==> config.mk <==
export PLATFORM = sky130hd
export DESIGN_NAME = flash_ctl_regs
export DESIGN_NICKNAME = d
export VERILOG_FILES = /design/src/rtl/fcr_pkg.sv /design/src/rtl/fcr_lock_reg.sv /design/src/rtl/fcr_ctrl_stat.sv /design/src/rtl/fcr_word_bank.sv /design/src/rtl/flash_ctl_regs.sv
export SDC_FILE = /design/constraint.sdc
export NUM_CORES = 2
export LEC_CHECK = 0
export BUFFER_PORTS_ARGS = -buffer_cell sky130_fd_sc_hd__buf_2
export CORE_UTILIZATION = 25
export CTS_CLUSTER_DIAMETER = 40
export DETAILED_ROUTE_END_ITERATION = 8
export HOLD_SLACK_MARGIN = 0.02
export PLACE_DENSITY = 0.38
export SYNTH_ARGS = -nofsm -noshare
export SYNTH_HDL_FRONTEND = slang
export SYNTH_SLANG_ARGS = --single-unit
==> constraint.sdc <==
create_clock -name clk -period 3.09 [get_ports clk]
set_clock_uncertainty 0.1 [all_clocks]
set_input_delay 0 -clock clk [delete_from_list [all_inputs] [get_ports clk]]
set_output_delay 0 -clock clk [all_outputs]
set_load 0.01 [all_outputs]
==> src/rtl/fcr_pkg.sv <==
package fcr_pkg;

    localparam int unsigned DATA_W   = 32;
    localparam int unsigned N_WD     = 4;
    localparam int unsigned N_RD     = 4;
    localparam int unsigned N_PCMD   = 10;
    localparam int unsigned SUB_W    = 4;

    // word indices (byte offset / 4); the map itself is behaviour
    localparam int unsigned W_DRD    = 0;
    localparam int unsigned W_DWR    = 1;
    localparam int unsigned W_USR    = 2;
    localparam int unsigned W_CTL    = 3;
    localparam int unsigned W_CMD    = 4;
    localparam int unsigned W_ADR    = 5;
    localparam int unsigned W_PCFG   = 6;
    localparam int unsigned W_WD0    = 8;
    localparam int unsigned W_RD0    = W_WD0 + N_WD;
    localparam int unsigned W_PCMD0  = 16;
    localparam int unsigned W_GCFG   = 30;

    // control bits
    localparam int unsigned LOCK_BIT   = 31;
    localparam int unsigned FLOCK_BIT  = 30;
    localparam logic [DATA_W-1:0] FLOCK_MASK = 32'h0000_0403;
    localparam int unsigned BUSY_BIT   = 0;
    localparam int unsigned READY_BIT  = 24;

    // reset contents
    localparam logic [DATA_W-1:0] RST_DRD  = 32'h0300_100B;
    localparam logic [DATA_W-1:0] RST_DWR  = 32'h0300_0002;
    localparam logic [DATA_W-1:0] RST_USR  = 32'h0000_0400;
    localparam logic [DATA_W-1:0] RST_CTL  = 32'h0001_0000;
    localparam logic [DATA_W-1:0] RST_CMD  = 32'h0000_000B;
    localparam logic [DATA_W-1:0] RST_PCFG = 32'h0000_0400;
    localparam logic [DATA_W-1:0] RST_GCFG = 32'h0000_000B;

    typedef enum logic [3:0] {
        K_DRD, K_DWR, K_USR, K_CTL, K_CMD, K_ADR, K_PCFG,
        K_WD, K_RD, K_PCMD, K_GCFG, K_NONE
    } kind_e;

    typedef struct packed {
        kind_e            kind;
        logic [SUB_W-1:0] sub;
    } dec_t;

    function automatic dec_t decode(input logic [15:0] widx);
        dec_t d;
        d.kind = K_NONE;
        d.sub  = '0;
        if (widx == 16'(W_DRD))       d.kind = K_DRD;
        else if (widx == 16'(W_DWR))  d.kind = K_DWR;
        else if (widx == 16'(W_USR))  d.kind = K_USR;
        else if (widx == 16'(W_CTL))  d.kind = K_CTL;
        else if (widx == 16'(W_CMD))  d.kind = K_CMD;
        else if (widx == 16'(W_ADR))  d.kind = K_ADR;
        else if (widx == 16'(W_PCFG)) d.kind = K_PCFG;
        else if (widx == 16'(W_GCFG)) d.kind = K_GCFG;
        else if (widx >= 16'(W_WD0) && widx < 16'(W_WD0 + N_WD)) begin
            d.kind = K_WD;
            d.sub  = SUB_W'(widx - 16'(W_WD0));
        end else if (widx >= 16'(W_RD0) && widx < 16'(W_RD0 + N_RD)) begin
            d.kind = K_RD;
            d.sub  = SUB_W'(widx - 16'(W_RD0));
        end else if (widx >= 16'(W_PCMD0) && widx < 16'(W_PCMD0 + N_PCMD)) begin
            d.kind = K_PCMD;
            d.sub  = SUB_W'(widx - 16'(W_PCMD0));
        end
        return d;
    endfunction

endpackage

==> src/rtl/fcr_lock_reg.sv <==
module fcr_lock_reg
    import fcr_pkg::*;
#(
    parameter logic [DATA_W-1:0] RST_VAL    = '0,
    parameter bit                FIELD_LOCK = 1'b0
) (
    input  logic              clk,
    input  logic              rst,
    input  logic              wr_en,
    input  logic [DATA_W-1:0] wr_data,
    output logic [DATA_W-1:0] q
);

    logic [DATA_W-1:0] merged;

    generate
        if (FIELD_LOCK) begin : g_flock
            always_comb begin
                if (q[FLOCK_BIT])
                    merged = (wr_data & ~FLOCK_MASK) | (q & FLOCK_MASK);
                else
                    merged = wr_data;
            end
        end else begin : g_plain
            always_comb merged = wr_data;
        end
    endgenerate

    always_ff @(posedge clk) begin
        if (rst)
            q <= RST_VAL;
        else if (wr_en && !q[LOCK_BIT])
            q <= merged;
    end

endmodule

==> src/rtl/fcr_ctrl_stat.sv <==
module fcr_ctrl_stat
    import fcr_pkg::*;
(
    input  logic              clk,
    input  logic              rst,
    input  logic              wr_en,
    input  logic [DATA_W-1:0] wr_data,
    input  logic              eng_done,
    output logic [DATA_W-1:0] q,
    output logic              start_o
);

    logic              launch;
    logic [DATA_W-1:0] nxt;

    assign launch = wr_en && wr_data[BUSY_BIT] && (!q[BUSY_BIT] || eng_done);

    always_comb begin
        nxt = wr_en ? wr_data : q;
        // ready: engine completion beats a software clear
        if (eng_done)
            nxt[READY_BIT] = 1'b1;
        else if (wr_en && wr_data[READY_BIT])
            nxt[READY_BIT] = 1'b0;
        else
            nxt[READY_BIT] = q[READY_BIT];
        // busy: only software start sets, only completion clears
        if (launch)
            nxt[BUSY_BIT] = 1'b1;
        else if (eng_done)
            nxt[BUSY_BIT] = 1'b0;
        else
            nxt[BUSY_BIT] = q[BUSY_BIT];
    end

    always_ff @(posedge clk) begin
        if (rst) begin
            q       <= RST_CTL;
            start_o <= 1'b0;
        end else begin
            q       <= nxt;
            start_o <= launch;
        end
    end

endmodule

==> src/rtl/fcr_word_bank.sv <==
module fcr_word_bank
    import fcr_pkg::*;
#(
    parameter int unsigned N = 4
) (
    input  logic                       clk,
    input  logic                       rst,
    input  logic [N-1:0]               wr_en,
    input  logic [DATA_W-1:0]          wr_data,
    output logic [N-1:0][DATA_W-1:0]   q
);

    for (genvar i = 0; i < N; i++) begin : g_word
        always_ff @(posedge clk) begin
            if (rst)
                q[i] <= '0;
            else if (wr_en[i])
                q[i] <= wr_data;
        end
    end

endmodule

==> src/rtl/flash_ctl_regs.sv <==
module flash_ctl_regs
    import fcr_pkg::*;
#(
    parameter int unsigned ADDR_W = 12
) (
    input  logic                     clk,
    input  logic                     rst,
    input  logic [ADDR_W-1:0]        bus_addr,
    input  logic                     bus_we,
    input  logic [31:0]              bus_wdata,
    output logic [31:0]              bus_rdata,
    input  logic                     eng_done,
    input  logic                     eng_rd_we,
    input  logic [1:0]               eng_rd_sel,
    input  logic [31:0]              eng_rd_data,
    output logic                     start_o,
    output logic [31:0]              cfg_rd_o,
    output logic [31:0]              cfg_wr_o,
    output logic [31:0]              cfg_usr_o,
    output logic [31:0]              ctl_o,
    output logic [31:0]              cmd_o,
    output logic [31:0]              addr_o,
    output logic [127:0]             wdata_o
);

    localparam int unsigned IDX_W = ADDR_W - 2;

    logic [IDX_W-1:0] widx;
    logic             aligned;
    logic             wr;
    dec_t             dec;

    assign widx    = bus_addr[ADDR_W-1:2];
    assign aligned = (bus_addr[1:0] == 2'b00);
    assign wr      = bus_we && aligned;
    assign dec     = decode(16'(widx));

    // plain single words
    logic [DATA_W-1:0] cmd_q, adr_q, pcfg_q, gcfg_q;

    always_ff @(posedge clk) begin
        if (rst) begin
            cmd_q  <= RST_CMD;
            adr_q  <= '0;
            pcfg_q <= RST_PCFG;
            gcfg_q <= RST_GCFG;
        end else if (wr) begin
            if (dec.kind == K_CMD)  cmd_q  <= bus_wdata;
            if (dec.kind == K_ADR)  adr_q  <= bus_wdata;
            if (dec.kind == K_PCFG) pcfg_q <= bus_wdata;
            if (dec.kind == K_GCFG) gcfg_q <= bus_wdata;
        end
    end

    // lockable configuration words
    logic [DATA_W-1:0] drd_q, dwr_q, usr_q;

    fcr_lock_reg #(.RST_VAL(RST_DRD), .FIELD_LOCK(1'b0)) u_drd (
        .clk(clk), .rst(rst), .wr_en(wr && dec.kind == K_DRD),
        .wr_data(bus_wdata), .q(drd_q));

    fcr_lock_reg #(.RST_VAL(RST_DWR), .FIELD_LOCK(1'b0)) u_dwr (
        .clk(clk), .rst(rst), .wr_en(wr && dec.kind == K_DWR),
        .wr_data(bus_wdata), .q(dwr_q));

    fcr_lock_reg #(.RST_VAL(RST_USR), .FIELD_LOCK(1'b1)) u_usr (
        .clk(clk), .rst(rst), .wr_en(wr && dec.kind == K_USR),
        .wr_data(bus_wdata), .q(usr_q));

    // control / status
    logic [DATA_W-1:0] ctl_q;

    fcr_ctrl_stat u_ctl (
        .clk(clk), .rst(rst), .wr_en(wr && dec.kind == K_CTL),
        .wr_data(bus_wdata), .eng_done(eng_done),
        .q(ctl_q), .start_o(start_o));

    // word banks
    logic [N_WD-1:0]                 wd_we;
    logic [N_RD-1:0]                 rd_we;
    logic [N_PCMD-1:0]               pcmd_we;
    logic [N_WD-1:0][DATA_W-1:0]     wd_q;
    logic [N_RD-1:0][DATA_W-1:0]     rd_q;
    logic [N_PCMD-1:0][DATA_W-1:0]   pcmd_q;

    always_comb begin
        for (int i = 0; i < N_WD; i++)
            wd_we[i] = wr && dec.kind == K_WD && dec.sub == SUB_W'(i);
        for (int i = 0; i < N_RD; i++)
            rd_we[i] = eng_rd_we && eng_rd_sel == 2'(i);
        for (int i = 0; i < N_PCMD; i++)
            pcmd_we[i] = wr && dec.kind == K_PCMD && dec.sub == SUB_W'(i);
    end

    fcr_word_bank #(.N(N_WD)) u_wd (
        .clk(clk), .rst(rst), .wr_en(wd_we), .wr_data(bus_wdata), .q(wd_q));

    fcr_word_bank #(.N(N_RD)) u_rd (
        .clk(clk), .rst(rst), .wr_en(rd_we), .wr_data(eng_rd_data), .q(rd_q));

    fcr_word_bank #(.N(N_PCMD)) u_pcmd (
        .clk(clk), .rst(rst), .wr_en(pcmd_we), .wr_data(bus_wdata), .q(pcmd_q));

    // read mux
    always_comb begin
        bus_rdata = '0;
        if (aligned) begin
            unique case (dec.kind)
                K_DRD:  bus_rdata = drd_q;
                K_DWR:  bus_rdata = dwr_q;
                K_USR:  bus_rdata = usr_q;
                K_CTL:  bus_rdata = ctl_q;
                K_CMD:  bus_rdata = cmd_q;
                K_ADR:  bus_rdata = adr_q;
                K_PCFG: bus_rdata = pcfg_q;
                K_GCFG: bus_rdata = gcfg_q;
                K_WD:   bus_rdata = wd_q[dec.sub[1:0]];
                K_RD:   bus_rdata = rd_q[dec.sub[1:0]];
                K_PCMD: bus_rdata = pcmd_q[dec.sub];
                default: bus_rdata = '0;
            endcase
        end
    end

    assign cfg_rd_o  = drd_q;
    assign cfg_wr_o  = dwr_q;
    assign cfg_usr_o = usr_q;
    assign ctl_o     = ctl_q;
    assign cmd_o     = cmd_q;
    assign addr_o    = adr_q;
    assign wdata_o   = wd_q;

endmodule

==> results.yml <==
synth:
  synth_edf_count: 0
  synth_most_common_cell: "nand2_1"
  synth-xor-area-share_pct: 0
  synthCells: 4772
  synth_simple_gate_area_share_pct: 22.52
  yosys.area.top_type: "dfxtp_1"
  synth_area_leaders: "dfxtp_1, nand2_1, a21oi_1"
  yosys.area.top_type_share_pct: 46.75
  synthAdderAreaFrac_pct: 0.1403
  syn_area_per_cell_um2: 7.475
  yosysWarnings: 0
  syn_nets: 4859
  ys_seq_elements: 833
  synth_mux_area_share_pct: 1.315
  async_reset_ff_share_pct: 0
  synth_top_family_by_area: "compound AO/OA/AOI/OAI gates"
  ys_types: 84
  syn_area_um2: 35670
  dominantRegCellSynth: "dfxtp_1"
  synth_compound_area_share_pct: 23.73
  seq_area_frac_synth_pct: 46.75
  synth.cells.most_frequent: "nand2_1, a21oi_1, dfxtp_1"
sta:
  setup-tns-final_ns: -0.3503
  slew_viol_final: 0
  fin_crit_ns: 3.352
  fin_crit_sh_pct: 108.5
  max_freq_ghz: 0.2983
  fin_ws_ns: -0.2618
  rsz0062_at_grt: "yes"
  worstMarginPinSlew_ns: 1.231
  hold_viol: 0
  max_slew_margin_pct: 17.94
  setup_viol: 3
  whs_ns: 0.09722
die:
  die_area_um2: 144200
  ios: 436
  initial_core_util_pct: 25.19
  rows: 138
  die_w_um: 379.7
  coreArea_um2: 141600
  dieHeight_um: 379.7
pwr:
  powerDensity_nw_per_um2: 618.8
  power.leakage_nw: 18.50
  power_mw: 31.42
  max-vdd-ir-drop_uv: 450.6
setup_path:
  cp_max_fo: 2
  rrSetupSlack_ns: 1.06
  crit_top_cell: "buf_4"
  required_ns: 2.99
  arrival_ns: 3.25
  crit_chain: "a222oi_1 -> buf_4 -> o21ai_2 -> a221o_1 -> a2111oi_4 -> buf_4 -> a21oi_4 -> buf_6"
  worst-path-buf-inv: 3
  path_delay_family: "compound AO/OA/AOI/OAI gates"
  critPathLaunchType: "flip-flop"
  critPathKind: "flip-flop to output port"
  slowest_delay_ns: 0.56
  end_kind: "output port"
  cp_slowest_cell: "a222oi_1"
placement:
  place_area_um2: 43160
  dp_hpwl_um: 145500
  gp_congestion: 0.9064
  port_buffers: 435
global_route:
  grt_pass1_vias: 36550
  antenna_found_initial: 24
  grt_max_degree: 81
  grt.overflow.total: 0
  grt_use_total_pct: 28.23
  grt_first_pass_wirelength_um: 292500
drt:
  wl_per_cell_um: 28.02
  drc: 0
  antenna_left: 0
  avgViaCountPerCell: 5.191
  drt-initial-drc-count: 4370
  wl_um: 211400
  vias: 39169
  dr.pass1.iters: 8
cells_and_area:
  top_regs: "u_pcmd.q: 320 flops, u_rd.q: 128 flops, u_wd.q: 128 flops"
  area_growth_pct: 42.34
  nFillCells: 14929
  fin_util_pct: 35.86
  final_layout_size_suffix_gt1_share_pct: 23.69
  largest_reg_flops: 320
  regMostFlops: "u_pcmd.q"
  fin_area_um2: 50770
  fin_nets: 5603
hold_path:
  min_path_type: "input port to flip-flop"
clock_tree:
  cts_tree: "done"
  clock-root-buffer: "clkbuf_16"
  clock-sinks: 833
  worst_skew_pair.late_latency_ns: 0.79
  numCtsBuffers: 164
  clkTransAtPathRegs_ns: 0.05
  cts-htree-levels: 4
  cts_max_path_buffers: 3
outcome:
  status: "complete, but fails checks"
  violations: "negative setup slack"
run:
  maxCapViolCount: 0
[path summary, 6_finish.rpt]
check / startpoint / end / cells past startpoint
max: u_drd.q[22] / bus_rdata[22] / 8
min: eng_done / u_ctl.q[0] / 4
max reg2reg: u_drd.q[31] / u_drd.q[9] / 5
min reg2reg: u_pcmd.q[242] / u_pcmd.q[242] / 2
[area by class of cell]
class / instances / area, um^2 / area share (%)
Tap cell: 1890 / 2365 / 4.658
Timing Repair Buffer: 1031 / 8188 / 16.13
Antenna cell: 4 / 10.01 / 0.01971
Inverter: 8 / 30.03 / 0.05914
Clock buffer: 210 / 4557 / 8.975
Multi-Input combinational cell: 3478 / 17610 / 34.69
Sequential cell: 833 / 16680 / 32.85
Clock inverter: 91 / 1333 / 2.625
[cell usage in the layout, fill, tap and decap left out, types with 15 or more instances in the layout]
master and count:
clkbuf_1 18, a31oi_1 24, buf_12 94, a221oi_1 24, clkinv_2 25, dfxtp_1 831, clkbuf_16 165, clkinvlp_4 16
nor2_1 101, o21ai_0 76, mux2i_1 29, a22o_1 39, dlygate4sd3_1 118, a22oi_1 69, a221o_1 18, nand2_1 1770
buf_2 431, buf_4 377, nand3_1 17, mux2_2 15, a21oi_1 885, a222oi_1 24, o22ai_1 73, o211ai_1 17
bufinv_16 25, clkbuf_8 28, o221ai_1 27
[worst min-delay path, cell delays in order]
cell and delay, ns:
dlygate4sd3_1 0.52, buf_2 0.20, nand2b_1 0.14, a21oi_1 0.06
[per-layer routing]
metal	vias to the layer above	routed length, um	global-route usage (%)
li1	17841	-	-
met2	1656	94500	43.41
met5	-	7	0
met1	19374	94290	39.27
met4	2	7085	9.909
met3	296	15540	5.149
[logic make-up (layout without fill, tap and decap cells)]
kind of cell | Yosys count | after routing
AND/OR/NAND/NOR | 2015 | 2015
AO/OA/AOI/OAI | 1414 | 1414
flip-flops | 833 | 833
buffers and inverters | 461 | 1340
multiplexers | 45 | 45
adder cells (fa/ha/maj) | 4 | 4
other | 0 | 4
[timing repair]
action,4_1_cts,5_1_grt
cloned,0,1
buffers inserted,4,5
setup endpoints to repair,29,31
endpoints found under the hold margin,833,0
hold buffers,118,0
pin swaps,6,13
gates resized for setup,45,47
[where the power goes]
| part | leakage (nW) | total (mW) | internal (mW) | switching (mW) |
|---|---|---|---|---|
| Sequential | 6.72 | 10.9 | 10.8 | 0.0303 |
| Clock | 2.85 | 19.1 | 12.5 | 6.52 |
| Combinational | 8.93 | 1.50 | 0.422 | 1.07 |
| Total | 18.5 | 31.4 | 23.8 | 7.63 |
[through the flow]
stage	setup WS, ns	std cells
floorplan	0.7139	4772
global placement	-1.211	7112
detailed placement	-0.4463	7113
CTS	-0.3185	7535
global route	-0.3049	7543
finish	-0.2618	7545
Power figures use the tool's default switching activity.
